**config.mk**
```make
export PLATFORM = sky130hd
export DESIGN_NAME = evmon_bank
export DESIGN_NICKNAME = d
export VERILOG_FILES = /design/src/rtl/evmon_pkg.sv /design/src/rtl/evmon_decode.sv /design/src/rtl/evmon_counter.sv /design/src/rtl/evmon_ovf.sv /design/src/rtl/evmon_bank.sv
export SDC_FILE = /design/constraint.sdc
export NUM_CORES = 1
export LEC_CHECK = 0
export BUFFER_PORTS_ARGS = -buffer_cell sky130_fd_sc_hd__buf_2
export CAP_MARGIN = 20
export CORE_MARGIN = 2
export CORE_UTILIZATION = 49
export CTS_CLUSTER_DIAMETER = 40
export DETAILED_ROUTE_END_ITERATION = 8
export PLACE_DENSITY = 0.66
export SLEW_MARGIN = 10
export SYNTH_ARGS = -nofsm -noshare
export SYNTH_HDL_FRONTEND = slang
export SYNTH_SLANG_ARGS = --single-unit
```
**constraint.sdc**
```tcl
create_clock -name clk -period 3.7 [get_ports clk]
set_clock_uncertainty 0.05 [all_clocks]
set_input_delay 0.74 -clock clk [delete_from_list [all_inputs] [get_ports clk]]
set_output_delay 0.74 -clock clk [all_outputs]
set_load 0.02 [all_outputs]
```
**src/rtl/evmon_pkg.sv**
```systemverilog
// Shared register offsets and control-bit positions for the event counter bank.
// Assumes byte addressing with 32-bit registers on 4-byte boundaries.
package evmon_pkg;
    localparam int unsigned OFF_VERSION = 'h000;
    localparam int unsigned OFF_GCTL    = 'h008;
    localparam int unsigned OFF_GRST    = 'h00C;
    localparam int unsigned OFF_OVST    = 'h030;
    localparam int unsigned OFF_OVCLR   = 'h034;
    localparam int unsigned OFF_OVSET   = 'h03C;
    localparam int unsigned BASE_VAL    = 'h040;
    localparam int unsigned BASE_CTL    = 'h100;
    localparam int unsigned BASE_SEL    = 'h140;
    localparam int unsigned STRIDE      = 4;
    // bit positions shared by the global and per-counter control registers
    localparam int unsigned BIT_RUN     = 0;
    localparam int unsigned BIT_IRQ     = 1;
    // first counter index that owns an event mask
    localparam int unsigned FIRST_SEL   = 2;
endpackage

```
**src/rtl/evmon_decode.sv**
```systemverilog
// Write decoder: turns one bus write into one-hot strobes per register.
// Assumes a single write per cycle; mask strobes exist only for counters
// at or above FIRST_SEL, so the fixed counters' mask offsets are inert.
module evmon_decode
    import evmon_pkg::*;
#(
    parameter int N  = 8,
    parameter int AW = 9
) (
    input  logic          wr,
    input  logic [AW-1:0] addr,
    output logic          wr_gctl,
    output logic          wr_grst,
    output logic          wr_clr,
    output logic          wr_set,
    output logic [N-1:0]  wr_val,
    output logic [N-1:0]  wr_ctl,
    output logic [N-1:0]  wr_sel
);
    // fixed-offset registers
    always_comb begin
        wr_gctl = wr && (addr == AW'(OFF_GCTL));
        wr_grst = wr && (addr == AW'(OFF_GRST));
        wr_clr  = wr && (addr == AW'(OFF_OVCLR));
        wr_set  = wr && (addr == AW'(OFF_OVSET));
    end

    // per-counter register windows
    always_comb begin
        for (int i = 0; i < N; i++) begin
            wr_val[i] = wr && (addr == AW'(BASE_VAL + STRIDE * i));
            wr_ctl[i] = wr && (addr == AW'(BASE_CTL + STRIDE * i));
            wr_sel[i] = wr && (i >= FIRST_SEL) && (addr == AW'(BASE_SEL + STRIDE * i));
        end
    end
endmodule

```
**src/rtl/evmon_counter.sv**
```systemverilog
// One counter with its control register. Counts when the global run bit,
// its own run bit and the qualifying hit are all high. Priority: global
// reset, then software load, then increment. Flags a wrap from all-ones.
module evmon_counter
    import evmon_pkg::*;
#(
    parameter int DW = 32
) (
    input  logic          clk,
    input  logic          rst_n,
    input  logic          run_glb,
    input  logic          grst,
    input  logic          ld,
    input  logic [DW-1:0] ld_val,
    input  logic          ctl_wr,
    input  logic [1:0]    ctl_val,
    input  logic          hit,
    output logic [DW-1:0] cnt_q,
    output logic [1:0]    ctl_q,
    output logic          wrap
);
    logic inc;

    // increment qualifier and wrap detection
    always_comb begin
        inc  = run_glb && ctl_q[BIT_RUN] && hit;
        wrap = inc && !ld && (cnt_q == '1);
    end

    // count register
    always_ff @(posedge clk) begin
        if (!rst_n || grst) cnt_q <= '0;
        else if (ld)        cnt_q <= ld_val;
        else if (inc)       cnt_q <= cnt_q + DW'(1);
    end

    // control register (global reset leaves it alone)
    always_ff @(posedge clk) begin
        if (!rst_n)      ctl_q <= '0;
        else if (ctl_wr) ctl_q <= ctl_val;
    end
endmodule

```
**src/rtl/evmon_ovf.sv**
```systemverilog
// Overflow status and interrupt. Clear writes drop bits, set writes and
// wraps raise them, and a wrap wins over a same-cycle clear. Global reset
// wins over everything. The interrupt is a level taken from registered status.
module evmon_ovf #(
    parameter int N = 8
) (
    input  logic         clk,
    input  logic         rst_n,
    input  logic         grst,
    input  logic         wr_clr,
    input  logic         wr_set,
    input  logic [N-1:0] wdata,
    input  logic [N-1:0] wrap,
    input  logic [N-1:0] irq_en,
    input  logic         glb_irq,
    output logic [N-1:0] status_q,
    output logic         irq
);
    logic [N-1:0] clr_m;
    logic [N-1:0] set_m;

    // masks from the write strobes
    always_comb begin
        clr_m = wr_clr ? wdata : '0;
        set_m = wr_set ? wdata : '0;
    end

    // status register
    always_ff @(posedge clk) begin
        if (!rst_n || grst) status_q <= '0;
        else                status_q <= (status_q & ~clr_m) | set_m | wrap;
    end

    // interrupt level
    always_comb irq = glb_irq && |(status_q & irq_en);
endmodule

```
**src/rtl/evmon_bank.sv**
```systemverilog
// Top of the event counter bank: global control, write decode, counters,
// event masks, overflow status and the combinational read mux.
// Assumes N_CNT*4 bytes fit in each register window and N_CNT <= DW.
module evmon_bank
    import evmon_pkg::*;
#(
    parameter int          N_CNT   = 8,
    parameter int          EV_W    = 16,
    parameter int          DW      = 32,
    parameter int          AW      = 9,
    parameter logic [31:0] VERSION = 32'h0001_0200
) (
    input  logic            clk,
    input  logic            rst_n,
    input  logic            bus_wr,
    input  logic [AW-1:0]   bus_addr,
    input  logic [DW-1:0]   bus_wdata,
    output logic [DW-1:0]   bus_rdata,
    input  logic            waste_in,
    input  logic [EV_W-1:0] event_in,
    output logic            irq
);
    localparam int CTL_W = 2;

    logic                        wr_gctl, wr_grst, wr_clr, wr_set;
    logic [N_CNT-1:0]            wr_val, wr_ctl, wr_sel;
    logic [CTL_W-1:0]            gctl_q;
    logic [N_CNT-1:0][DW-1:0]    cnt_q;
    logic [N_CNT-1:0][CTL_W-1:0] ctl_q;
    logic [N_CNT-1:0][EV_W-1:0]  sel_q;
    logic [N_CNT-1:0]            hit, wrap_w, run_vec, ie_vec, ovf_q;

    evmon_decode #(.N(N_CNT), .AW(AW)) u_dec (
        .wr(bus_wr), .addr(bus_addr),
        .wr_gctl(wr_gctl), .wr_grst(wr_grst), .wr_clr(wr_clr), .wr_set(wr_set),
        .wr_val(wr_val), .wr_ctl(wr_ctl), .wr_sel(wr_sel)
    );

    // global control register
    always_ff @(posedge clk) begin
        if (!rst_n)       gctl_q <= '0;
        else if (wr_gctl) gctl_q <= bus_wdata[CTL_W-1:0];
    end

    for (genvar i = 0; i < N_CNT; i++) begin : g_cnt
        // event mask register (write strobe is never raised for fixed counters)
        always_ff @(posedge clk) begin
            if (!rst_n)        sel_q[i] <= '0;
            else if (wr_sel[i]) sel_q[i] <= bus_wdata[EV_W-1:0];
        end

        // hit source chosen by counter index
        if (i == 0) begin : g_cyc
            assign hit[i] = 1'b1;
        end else if (i == 1) begin : g_waste
            assign hit[i] = waste_in;
        end else begin : g_evt
            assign hit[i] = |(event_in & sel_q[i]);
        end

        evmon_counter #(.DW(DW)) u_cnt (
            .clk(clk), .rst_n(rst_n),
            .run_glb(gctl_q[BIT_RUN]), .grst(wr_grst),
            .ld(wr_val[i]), .ld_val(bus_wdata),
            .ctl_wr(wr_ctl[i]), .ctl_val(bus_wdata[CTL_W-1:0]),
            .hit(hit[i]),
            .cnt_q(cnt_q[i]), .ctl_q(ctl_q[i]), .wrap(wrap_w[i])
        );

        assign run_vec[i] = ctl_q[i][BIT_RUN];
        assign ie_vec[i]  = ctl_q[i][BIT_IRQ];
    end

    evmon_ovf #(.N(N_CNT)) u_ovf (
        .clk(clk), .rst_n(rst_n), .grst(wr_grst),
        .wr_clr(wr_clr), .wr_set(wr_set), .wdata(bus_wdata[N_CNT-1:0]),
        .wrap(wrap_w), .irq_en(ie_vec), .glb_irq(gctl_q[BIT_IRQ]),
        .status_q(ovf_q), .irq(irq)
    );

    // read mux: unmapped and write-only offsets give zero
    always_comb begin
        bus_rdata = '0;
        if (bus_addr == AW'(OFF_VERSION)) bus_rdata = DW'(VERSION);
        if (bus_addr == AW'(OFF_GCTL))    bus_rdata = DW'(gctl_q);
        if (bus_addr == AW'(OFF_OVST))    bus_rdata = DW'(ovf_q);
        for (int i = 0; i < N_CNT; i++) begin
            if (bus_addr == AW'(BASE_VAL + STRIDE * i)) bus_rdata = cnt_q[i];
            if (bus_addr == AW'(BASE_CTL + STRIDE * i)) bus_rdata = DW'(ctl_q[i]);
            if (bus_addr == AW'(BASE_SEL + STRIDE * i)) bus_rdata = DW'(sel_q[i]);
        end
    end
endmodule

```
==> results by group <==
CTS
  • CTS buffer count: 67
  • Clock buffer depth: 3
  • Clk root buf: clkbuf_16
  • Clk_lat worst skew: 0.62 ns
  • CTS sink count: 378
  • H-tree depth: 3
  • CTS clock-pin slew for the worst setup and hold paths: 0.05 ns
  • # hold bufs at CTS: 0
  • CTS tree: done

Detailed routing
  • Wire length per cell: 28.1 µm
  • DRT Pass-1 Iters: 6
  • Initial DRC Count: 3035
  • Drt drc: 0
  • Via count: around 24000
  • Via density: 6.58
  • ANT nets after route: 0
  • Final WL: ~100000 µm

Finish
  • Layout area overhead: 22.9%
  • Final nets: 3004
  • Footprint of the multi-input gates: 0.0139 mm²
  • Fillers: between 3000 and 4000
  • Total area of sequential cells: 0.00757 mm²
  • Antenna Cells: 0
  • Layout cells sized above 1: 17.7%

Pwr
  • Combinational power share: 5.5%
  • Peak supply drop: 0.387 mV
  • Internal: around 0.0084 W
  • Leakage Power: between 9 and 10 nW
  • Switching Share: 25.0%
  • Seq pwr share: 36.4%
  • PD cells: 415 mW/mm²
  • Switching power total: 0.00281 W
  • Clock power frac: 58.1%

Setup path
  • Crit Reg-Reg Startpoint: g_cnt[3].u_cnt.cnt_q[2]$_SDFFE_PP0P_
  • Worst setup EP type: output pin
  • Crit Path Class: primary input to output pin
  • WP data required: between 2 and 3 ns
  • Crit path launch type: primary input
  • Crit Path Max Fanout: 7
  • Critical Path Start: bus_addr[5]
  • Worst Path Arrival: roughly 3 ns

Logic synthesis
  • Primary FF master, synth: dfxtp_1
  • EDFF count, synth: 0
  • Sequential share of the synthesized area: 34.4%
  • YS warnings: 0
  • Synth cell types: 75
  • Syn Area/Cell: around 8 µm²
  • Syn nets: 2858
  • Syn Inst Count: 2789
  • Register bit total from synthesis: 378
  • Post-Syn Area: about 0.022 mm²
  • Asr flop ratio synth: 0%

Global routing
  • GR Util met1: 55.8%
  • Largest net degree at the start of global routing: ~110
  • Grt met2 use: 64.4%
  • Routing usage on met3: 7.77%
  • GRT Total Usage: 42.3%
  • First-pass GRT wire length: 146000 µm
  • Vias in the first global route: approximately 22000
  • GRT Max-Usage Layer: met2
  • Initial antenna violation count: 0
  • GRT overflow: 0

Min path
  • Type of the tightest min-delay check: flip-flop to flip-flop
  • Worst min-delay path startpoint: sel_q[91]$_SDFFE_PN0P_

Timing
  • Fin crit share: 102%
  • Final worst path period need: roughly 3.8 ns
  • Hold Worst Slack: 0.433 ns
  • Rel. slew slack: 40.4%
  • Fmax: 266 MHz
  • Final setup fails: 3
  • Final Max Slew Viols: 0
  • RSZ-0062 raised after global routing: yes
  • Setup ws final: -0.0616 ns
  • Hold Fails Final Rpt: 0
  • Worst-margin pin slew: approximately 0.89 ns
  • Setup TNS: -0.139 ns

Floorplanning
  • Effective utilization at floorplan: 49.7%
  • Core Region: 0.0442 mm²
  • Ports: between 90 and 100
  • Die X-Extent: 216 µm
  • # rows: between 70 and 80
  • Die ar.: 0.0466 mm²
  • Die H: 216 µm

Placed design
  • Final Wtd Congestion: slightly above 1
  • Dpl hpwl: 72900 µm
  • Port Buffers: 93

Flow run
  • Max-cap violations: 0

Run status
  • Status: complete, but fails checks
  • Failing checks: setup timing
## per-layer routing
layer,vias to the layer above,routed length (µm)
li1,10400,-
met1,11300,40400
met2,1431,43600
met3,348,9550
met4,0,7000
met5,-,0
## timing repair
| item | CTS | global route |
|---|---|---|
| pin swaps | 20 | 36 |
| setup endpoints to repair | 18 | 29 |
| gates cloned | 0 | 0 |
| gates resized for setup | 74 | 78 |
| buffers inserted | 6 | 8 |
## power by group through the flow
stage / Clock, W / Sequential, W / Combinational [W]
3_3_place_gp: 0 / 0.00417 / 0.000552
4_1_cts: 0.00654 / 0.00409 / 0.000571
5_1_grt: 0.00673 / 0.00408 / 0.000620
2_1_floorplan: 0 / 0.00417 / 0.000227
3_5_place_dp: 0 / 0.00417 / 0.000552
6_report: 0.00652 / 0.00409 / 0.000617
## registers in the layout (all words and copies together) (netlist names)
register           count
g_cnt.u_cnt.cnt_q    256
u_ovf.status_q         8
sel_q                 96
g_cnt.u_cnt.ctl_q     16
gctl_q                 2
## kinds of logic (layout without fill, tap and decap cells)
kind of cell               after synthesis  in the layout  synth area share [%]
and+or+nand+nor                       1055           1055                  23.9
AOI/OAI and AO/OA                      790            790                  23.9
DFF                                    378            378                  34.4
xor gates and xnor gates               247            247                  9.84
buffers and inverters                  245            444                  4.53
muxes                                   66             66                  3.05
adders and majority gates                8              8                 0.455
## final cells by class
type	count	area share, %
multi-input combinational	2166	51.6
sequential	378	28.0
timing repair buffer	296	8.63
clock buffer	83	6.65
tap	592	2.74
clock inverter	39	2.08
inverter	26	0.361
## synthesized netlist by cell type, drive strengths merged, types with 13 or more instances
| cell | n | area, µm² |
|---|---|---|
| a211oi | 131 | 983 |
| a21boi | 80 | 601 |
| a21oi | 166 | 831 |
| a221oi | 42 | 368 |
| a22o | 23 | 201 |
| a22oi | 92 | 691 |
| and2 | 13 | 81.3 |
| and3 | 72 | 450 |
| and4 | 36 | 315 |
| buf | 66 | 325 |
| clkbuf | 153 | 574 |
| dfxtp | 378 | 7570 |
| inv | 26 | 97.6 |
| mux2i | 57 | 571 |
| nand2 | 336 | 1260 |
| nand3 | 143 | 716 |
| nand4 | 63 | 400 |
| nor2 | 255 | 977 |
| nor2b | 42 | 263 |
| nor3 | 30 | 171 |
| nor4 | 18 | 225 |
| o21ai | 173 | 866 |
| o221ai | 15 | 131 |
| xnor2 | 107 | 937 |
| xor2 | 140 | 1230 |
## cells in the final DEF (no fill, tap or decap), drive strengths merged, types with 80 or more instances in the layout
| master | instances |
|---|---|
| xor2 | 140 |
| dfxtp | 378 |
| nand3 | 143 |
| a22oi | 92 |
| xnor2 | 107 |
| a21oi | 166 |
| clkbuf | 83 |
| a211oi | 131 |
| buf | 296 |
| o21ai | 173 |
| nor2 | 255 |
| a21boi | 80 |
| nand2 | 336 |
## worst paths after layout
check | to | slack, ns | cells after the start
max | bus_rdata[5] | -0.06 | 10
min reg2reg | sel_q[91]$_SDFFE_PN0P_ | 0.43 | 2
min | sel_q[91]$_SDFFE_PN0P_ | 0.43 | 2
max reg2reg | g_cnt[3].u_cnt.cnt_q[21]$_SDFFE_PP0P_ | 0.87 | 7
## critical path, cell delays in order
cell	delay [ns]
buf_4	0.15
or3b_4	0.38
buf_6	0.15
or3_4	0.46
nor2_4	0.17
buf_4	0.14
a221o_1	0.13
o221ai_1	0.25
a21oi_1	0.21
buf_2	0.18
## metrics by stage
| stage | setup WS [ns] | area (µm²) | util, % | std cells | total power (W) |
|---|---|---|---|---|---|
| after floorplan | 0.160 | 22000 | - | 2789 | 0.00439 |
| after global placement | -0.539 | 23900 | 54.2 | 3444 | 0.00472 |
| after detailed placement | -0.466 | 23900 | 54.2 | 3444 | 0.00472 |
| after CTS | -0.0537 | 26700 | 60.3 | 3572 | 0.0112 |
| after global routing | -0.0946 | 27000 | 61.1 | 3580 | 0.0114 |
| final | -0.0616 | 27000 | 61.1 | 3580 | 0.0112 |
(Power assumes the default switching activity.)
